`src/rtl/wsc_pkg.sv`:
```
`timescale 1ns/1ps
// Package: shared fault-code layout for the write strobe monitor.
// Assumes: the four fault bits are decoded by software in this order.
package wsc_pkg;
    localparam int ERR_W     = 4;
    localparam int ERR_ALIGN = 0;
    localparam int ERR_BLEN  = 1;
    localparam int ERR_STRB  = 2;
    localparam int ERR_LAST  = 3;
    typedef logic [ERR_W-1:0] err_vec_t;
endpackage

```
`src/rtl/wsc_addr_check.sv`:
```
`timescale 1ns/1ps
// Module: wsc_addr_check
// Checks one address handshake for 8-byte alignment and, on 32-bit
// buses, for a legal burst length. Purely combinational.
// Assumes: hs is high for exactly the cycle the handshake completes.
module wsc_addr_check #(
    parameter int DATA_W = 64,
    parameter int LEN_W  = 8
) (
    input  logic             hs,
    input  logic             cacheable,
    input  logic [2:0]       addr_lo,
    input  logic [LEN_W-1:0] len,
    output logic             align_err,
    output logic             len_err
);
    logic len_ok;

    // Alignment fault: cacheable handshake off an 8-byte boundary.
    always_comb align_err = hs && cacheable && (addr_lo != 3'd0);

    generate
        if (DATA_W == 32) begin : g_narrow
            // Narrow bus: only 2, 4, 8 or 16 beat bursts are legal.
            always_comb len_ok = (len == LEN_W'(1)) || (len == LEN_W'(3)) ||
                                 (len == LEN_W'(7)) || (len == LEN_W'(15));
        end else begin : g_wide
            // Wide bus: any length is legal.
            always_comb len_ok = 1'b1;
        end
    endgenerate

    // Length fault only on a cacheable handshake.
    always_comb len_err = hs && cacheable && !len_ok;
endmodule

```
`src/rtl/wsc_strb_check.sv`:
```
`timescale 1ns/1ps
// Module: wsc_strb_check
// Splits the strobes into 8-byte groups (one short group on a 32-bit
// bus) and accepts a beat only if every group is full or empty and at
// least one group is full. Purely combinational.
// Assumes: STRB_W is 4, 8 or 16.
module wsc_strb_check #(
    parameter int STRB_W = 8
) (
    input  logic [STRB_W-1:0] strb,
    output logic              strb_ok
);
    localparam int GRP_B = (STRB_W < 8) ? STRB_W : 8;
    localparam int N_GRP = STRB_W / GRP_B;

    logic [N_GRP-1:0] grp_full;
    logic [N_GRP-1:0] grp_empty;

    generate
        for (genvar g = 0; g < N_GRP; g++) begin : g_grp
            // Per-group full and empty detection.
            always_comb begin
                grp_full[g]  = &strb[g*GRP_B +: GRP_B];
                grp_empty[g] = ~|strb[g*GRP_B +: GRP_B];
            end
        end
    endgenerate

    // Beat is legal when no group is partial and one group is written.
    always_comb strb_ok = (&(grp_full | grp_empty)) && (|grp_full);
endmodule

```
`src/rtl/wsc_beat_tracker.sv`:
```
`timescale 1ns/1ps
// Module: wsc_beat_tracker
// Holds the open transaction (cacheable attribute and length), counts
// its data beats and compares the last marker with the count.
// Assumes: address handshake precedes data, one transaction open at a time.
module wsc_beat_tracker #(
    parameter int LEN_W = 8
) (
    input  logic             clk,
    input  logic             rst_n,
    input  logic             aw_hs,
    input  logic             aw_cacheable,
    input  logic [LEN_W-1:0] aw_len,
    input  logic             w_hs,
    input  logic             w_last,
    output logic             beat_chk,
    output logic             last_err
);
    logic             active_q;
    logic             chk_q;
    logic [LEN_W-1:0] len_q;
    logic [LEN_W-1:0] cnt_q;
    logic             beat_evt;
    logic             final_beat;
    logic             txn_end;

    // Decode the current beat against the open transaction.
    always_comb begin
        beat_evt   = w_hs && active_q;
        final_beat = (cnt_q == len_q);
        txn_end    = beat_evt && (w_last || final_beat);
        beat_chk   = beat_evt && chk_q;
        last_err   = beat_chk && (w_last != final_beat);
    end

    // Open on address handshake, count beats, close on last or final beat.
    always_ff @(posedge clk) begin
        if (!rst_n) begin
            active_q <= 1'b0;
            chk_q    <= 1'b0;
            len_q    <= '0;
            cnt_q    <= '0;
        end else if (aw_hs) begin
            active_q <= 1'b1;
            chk_q    <= aw_cacheable;
            len_q    <= aw_len;
            cnt_q    <= '0;
        end else if (txn_end) begin
            active_q <= 1'b0;
        end else if (beat_evt) begin
            cnt_q <= cnt_q + 1'b1;
        end
    end

    AST_BEAT_BOUND: assert property (@(posedge clk) disable iff (!rst_n)
        active_q |-> (cnt_q <= len_q));
endmodule

```
`src/rtl/wstrb_ecc_monitor.sv`:
```
`timescale 1ns/1ps
// Module: wstrb_ecc_monitor (top)
// Passive monitor for cacheable writes into an ECC-protected cache.
// Combines address, strobe and beat checks into a sticky fault code.
// Assumes: DATA_W is 32, 64 or 128; taps only, drives nothing on the bus.
module wstrb_ecc_monitor
    import wsc_pkg::*;
#(
    parameter int DATA_W = 64,
    parameter int LEN_W  = 8,
    localparam int STRB_W = DATA_W / 8
) (
    input  logic              clk,
    input  logic              rst_n,
    input  logic              clr,
    input  logic              aw_valid,
    input  logic              aw_ready,
    input  logic [2:0]        aw_addr_lo,
    input  logic [LEN_W-1:0]  aw_len,
    input  logic              aw_cacheable,
    input  logic              w_valid,
    input  logic              w_ready,
    input  logic [STRB_W-1:0] w_strb,
    input  logic              w_last,
    output logic              err_flag,
    output logic [ERR_W-1:0]  err_code
);
    logic     aw_hs;
    logic     w_hs;
    logic     align_err;
    logic     len_err;
    logic     strb_ok;
    logic     beat_chk;
    logic     last_err;
    err_vec_t new_err;
    err_vec_t err_q;

    // Handshake detection on both channels.
    always_comb begin
        aw_hs = aw_valid && aw_ready;
        w_hs  = w_valid && w_ready;
    end

    wsc_addr_check #(.DATA_W(DATA_W), .LEN_W(LEN_W)) u_addr (
        .hs        (aw_hs),
        .cacheable (aw_cacheable),
        .addr_lo   (aw_addr_lo),
        .len       (aw_len),
        .align_err (align_err),
        .len_err   (len_err)
    );

    wsc_strb_check #(.STRB_W(STRB_W)) u_strb (
        .strb    (w_strb),
        .strb_ok (strb_ok)
    );

    wsc_beat_tracker #(.LEN_W(LEN_W)) u_trk (
        .clk          (clk),
        .rst_n        (rst_n),
        .aw_hs        (aw_hs),
        .aw_cacheable (aw_cacheable),
        .aw_len       (aw_len),
        .w_hs         (w_hs),
        .w_last       (w_last),
        .beat_chk     (beat_chk),
        .last_err     (last_err)
    );

    // Collect this cycle's faults into code positions.
    always_comb begin
        new_err            = '0;
        new_err[ERR_ALIGN] = align_err;
        new_err[ERR_BLEN]  = len_err;
        new_err[ERR_STRB]  = beat_chk && !strb_ok;
        new_err[ERR_LAST]  = last_err;
    end

    // Sticky accumulation; clear drops old faults, new ones still land.
    always_ff @(posedge clk) begin
        if (!rst_n) err_q <= '0;
        else        err_q <= (clr ? '0 : err_q) | new_err;
    end

    // Drive outputs from the sticky register.
    always_comb begin
        err_code = err_q;
        err_flag = |err_q;
    end

    AST_MISALIGN_FLAGGED: assert property (@(posedge clk) disable iff (!rst_n)
        (aw_valid && aw_ready && aw_cacheable && aw_addr_lo != 3'd0)
            |=> err_code[ERR_ALIGN]);
    AST_EMPTY_BEAT_FLAGGED: assert property (@(posedge clk) disable iff (!rst_n)
        (beat_chk && w_valid && w_strb == '0) |=> err_code[ERR_STRB]);
    AST_STICKY_HOLD: assert property (@(posedge clk) disable iff (!rst_n)
        !clr |=> ((err_code & $past(err_code)) == $past(err_code)));
    AST_FLAG_AFTER_FAULT: assert property (@(posedge clk) disable iff (!rst_n)
        (new_err != '0) |=> err_flag);
endmodule

```
`config.mk`:
```
export PLATFORM = sky130hd
export DESIGN_NAME = wstrb_ecc_monitor
export DESIGN_NICKNAME = d
export VERILOG_FILES = /design/src/rtl/wsc_pkg.sv /design/src/rtl/wsc_addr_check.sv /design/src/rtl/wsc_strb_check.sv /design/src/rtl/wsc_beat_tracker.sv /design/src/rtl/wstrb_ecc_monitor.sv
export SDC_FILE = /design/constraint.sdc
export NUM_CORES = 1
export LEC_CHECK = 0
export BUFFER_PORTS_ARGS = -buffer_cell sky130_fd_sc_hd__buf_2
export CORE_MARGIN = 2
export CORE_UTILIZATION = 52
export DETAILED_ROUTE_END_ITERATION = 16
export PLACE_DENSITY = 0.84
export SYNTH_ARGS = -nofsm -noshare
export SYNTH_HDL_FRONTEND = slang
export SYNTH_SLANG_ARGS = --single-unit
```
`constraint.sdc`:
```
create_clock -name clk -period 4.66 [get_ports clk]
set_input_delay 0.932 -clock clk [delete_from_list [all_inputs] [get_ports clk]]
set_output_delay 0.932 -clock clk [all_outputs]
set_load 0.02 [all_outputs]
```
==> metrics.txt <==
# nets final=180; layout cells sized above 1=0.255; Setup WS post-layout=~2.6 ns; VDD IR-drop max=199 uV; Startpoint Class=flip-flop; Crit path largest cell delay=0.35 ns; top-area cell type share of the netlist area=0.418; CP delay by family, top=simple AND/OR/NAND/NOR gates; GRT overflow=0; clk root buf=clkbuf_4; post-CTS sizing=0; initial antenna violation count=0; Int Power=between 0.0002 and 0.00025 W; slowest cell on the critical path=or3_1; RSZ-0062 raised after global routing=false; Die ar.=approximately 0.0023 mm2; routed vias=approximately 970; Synth Flop Type=dfxtp_1; First-pass DRT Iterations=4; clk_lat worst skew=about 0.31 ns; CP arrival=approximately 1.2 ns; TritonCTS clock tree=yes; Post-synth ARST share=0; cell depth of the worst flop-to-flop path=7; Cell Pwr Density=around 260 mW/mm2; CP endpoint kind=output pin; HPWL Detailed=1720 um; vias in the first global route=~790; Worst R2R Setup Slack=~2.7 ns; Post-route DRC=0; die width=around 48 um; Final Core Density=0.681; GRT Util Overall=0.211; number of port buffers=31; Detail Route Antenna Nets=0; syn_area_per_cell=8.53 um2; height of the die=~48 um; number of setup buffers added after CTS=0; I/O pin total=33; r2r startpoint=u_trk.cnt_q[3]$_SDFFE_PP0P_; WP data required=roughly 3.7 ns; Vias/cell=roughly 5.6; worst-path cell chain=or3_1 -> buf_2; Max Cap Violations=0; sequential share of power=0.601; hold crit path type=flip-flop to flip-flop; EDFF count, synth=0; first-pass GRT wire length=approximately 3300 um; Mapped Area=a little over 0.001 mm2; Crit Reg-Reg Endpoint=u_trk.cnt_q[7]$_SDFFE_PP0P_; area leader, netlist=dfxtp_1; Crit. path cell count=2; Net Sw Power=between 0.00007 and 0.00008 W; Buf+Inv Stages, Crit Path=1; clk_skew=a little under 0.008 ns; Final Cycle Share=0.448; Comb pwr share=0.117; Sink Count=21; Core ar.=approximately 0.0018 mm2; crit path to=err_flag; Yosys warning count=0; Static Leakage=0.522 nW; Final TNS setup=0 ns; post-layout minimum cycle time=between 2 and 2.5 ns; Clock Tree Buf Depth=2; Synth area leaders=dfxtp_1, nand2_1, a21boi_0; FP Rows=15; Worst-path clk slew=~0.11 ns; total CTS buffers=3; Initial Util=0.570; largest fanout on the critical path=3; number of DRC markers after the initial detailed-route iteration=22; sw frac=0.253; hold_buf cts=0; Slew Viols, Final=0; status=complete, no violations; Netlist cell types=26; syn nets=between 100 and 150; area grow syn2layout=19.4%; total routed wirelength=2190 um; Fmax=around 480 MHz; Crit. Startpoint=err_code[2]$_SDFF_PN0_; pre-CTS setup slack=~2.4 ns; DR WL/cell=~13 um; CP Class=flip-flop to output pin; Finish-stage setup viols=0; Mapped Cells=between 100 and 150; Final Hold Fails=0; CTS H-tree depth=1; ant diodes=0; routability cong.=~0.80; Synth Register Bits=21; pin count of the biggest net entering global routing=15; sequential-to-total area share from yosys stat=0.418; Clock power frac=0.282
[power groups by stage]
stage                     combinational, W  sequential (W)  clock [W]
after detailed placement         0.0000368        0.000192          0
after CTS                        0.0000370        0.000188  0.0000894
final                            0.0000366        0.000188  0.0000879
after floorplan                  0.0000202        0.000191          0
after global routing             0.0000413        0.000188  0.0000970
after global placement           0.0000356        0.000191          0
[cell usage in the layout (no fill, tap or decap), types with 2 or more instances in the layout]
cell and n:
or3_2 2, a21boi_0 12, a21oi_1 7, xor2_1 9, nand2_1 26, or4_1 4
buf_2 31, nand4_1 3, inv_1 4, o31ai_1 4, ha_1 2, o21ai_0 3
clkbuf_4 3, nand3_1 5, nor4_1 2, dfxtp_1 21
[stage by stage]
| step | hold slack (ns) | power [W] | std cells | cell area [um2] |
|---|---|---|---|---|
| 5_1_grt | 0.520 | 0.000327 | 174 | 1200 |
| 3_3_place_gp | 0.459 | 0.000227 | 170 | 1170 |
| 6_report | 0.484 | 0.000312 | 174 | 1200 |
| 3_5_place_dp | 0.475 | 0.000229 | 170 | 1170 |
| 2_1_floorplan | 0.455 | 0.000212 | 118 | 1010 |
| 4_1_cts | 0.491 | 0.000314 | 174 | 1200 |
[worst register-to-register path, stage by stage, from the launching register on]
cell and delay [ns]:
dfxtp_1 0.47, xor2_1 0.17, nor4_1 0.06, nand2_1 0.09, ha_1 0.25, nand4_4 0.19, or4_1 0.54, a21oi_1 0.15
[cell type report]
class / instances / area [um2]
clock inverter: 1 / 5.00
timing repair buffer: 31 / 155
sequential: 21 / 420
inverter: 4 / 15.0
tap: 25 / 31.3
clock buffer: 3 / 22.5
multi-input combinational: 89 / 552
fill: 165 / 563
[sequential cells by signal (all words and copies together), names as in the netlist]
name,flops
err_code,3
u_trk.cnt_q,8
u_trk.active_q,1
u_trk.len_q,8
u_trk.chk_q,1
[cell usage after synthesis (all sizes together) (4+ instances only)]
| cell type | instances |
|---|---|
| inv | 4 |
| dfxtp | 21 |
| nand4 | 4 |
| a21oi | 7 |
| or4 | 4 |
| xor2 | 9 |
| nand3 | 5 |
| nand2 | 26 |
| a21boi | 12 |
| o31ai | 4 |
[worst min path at each step]
stage                                      startpoint                           to  slack [ns]  cells after the start
after global routing      u_trk.len_q[0]$_SDFFE_PN0N_  u_trk.len_q[0]$_SDFFE_PN0N_        0.52                      2
after global placement         err_code[2]$_SDFF_PN0_       err_code[2]$_SDFF_PN0_        0.46                      2
after floorplan           u_trk.len_q[6]$_SDFFE_PN0N_  u_trk.len_q[6]$_SDFFE_PN0N_        0.46                      2
final                     u_trk.len_q[5]$_SDFFE_PN0N_  u_trk.len_q[5]$_SDFFE_PN0N_        0.48                      2
after CTS                 u_trk.len_q[5]$_SDFFE_PN0N_  u_trk.len_q[5]$_SDFFE_PN0N_        0.49                      2
after detailed placement  u_trk.len_q[5]$_SDFFE_PN0N_  u_trk.len_q[5]$_SDFFE_PN0N_        0.47                      2
[cells by family after synthesis]
kind of cell / synth area share
other: 0.00373
xor gates and xnor gates: 0.0784
adders and majority gates: 0.0249
buffers and inverters: 0.0336
AOI/OAI and AO/OA: 0.194
and+or+nand+nor: 0.248
DFF: 0.418
[per-layer routing]
metal	GRT usage	wire, um
met5	0	0
met2	0.365	1120
met4	0.0486	12
met3	0.0679	138
met1	0.253	916
(Power assumes the default switching activity.)
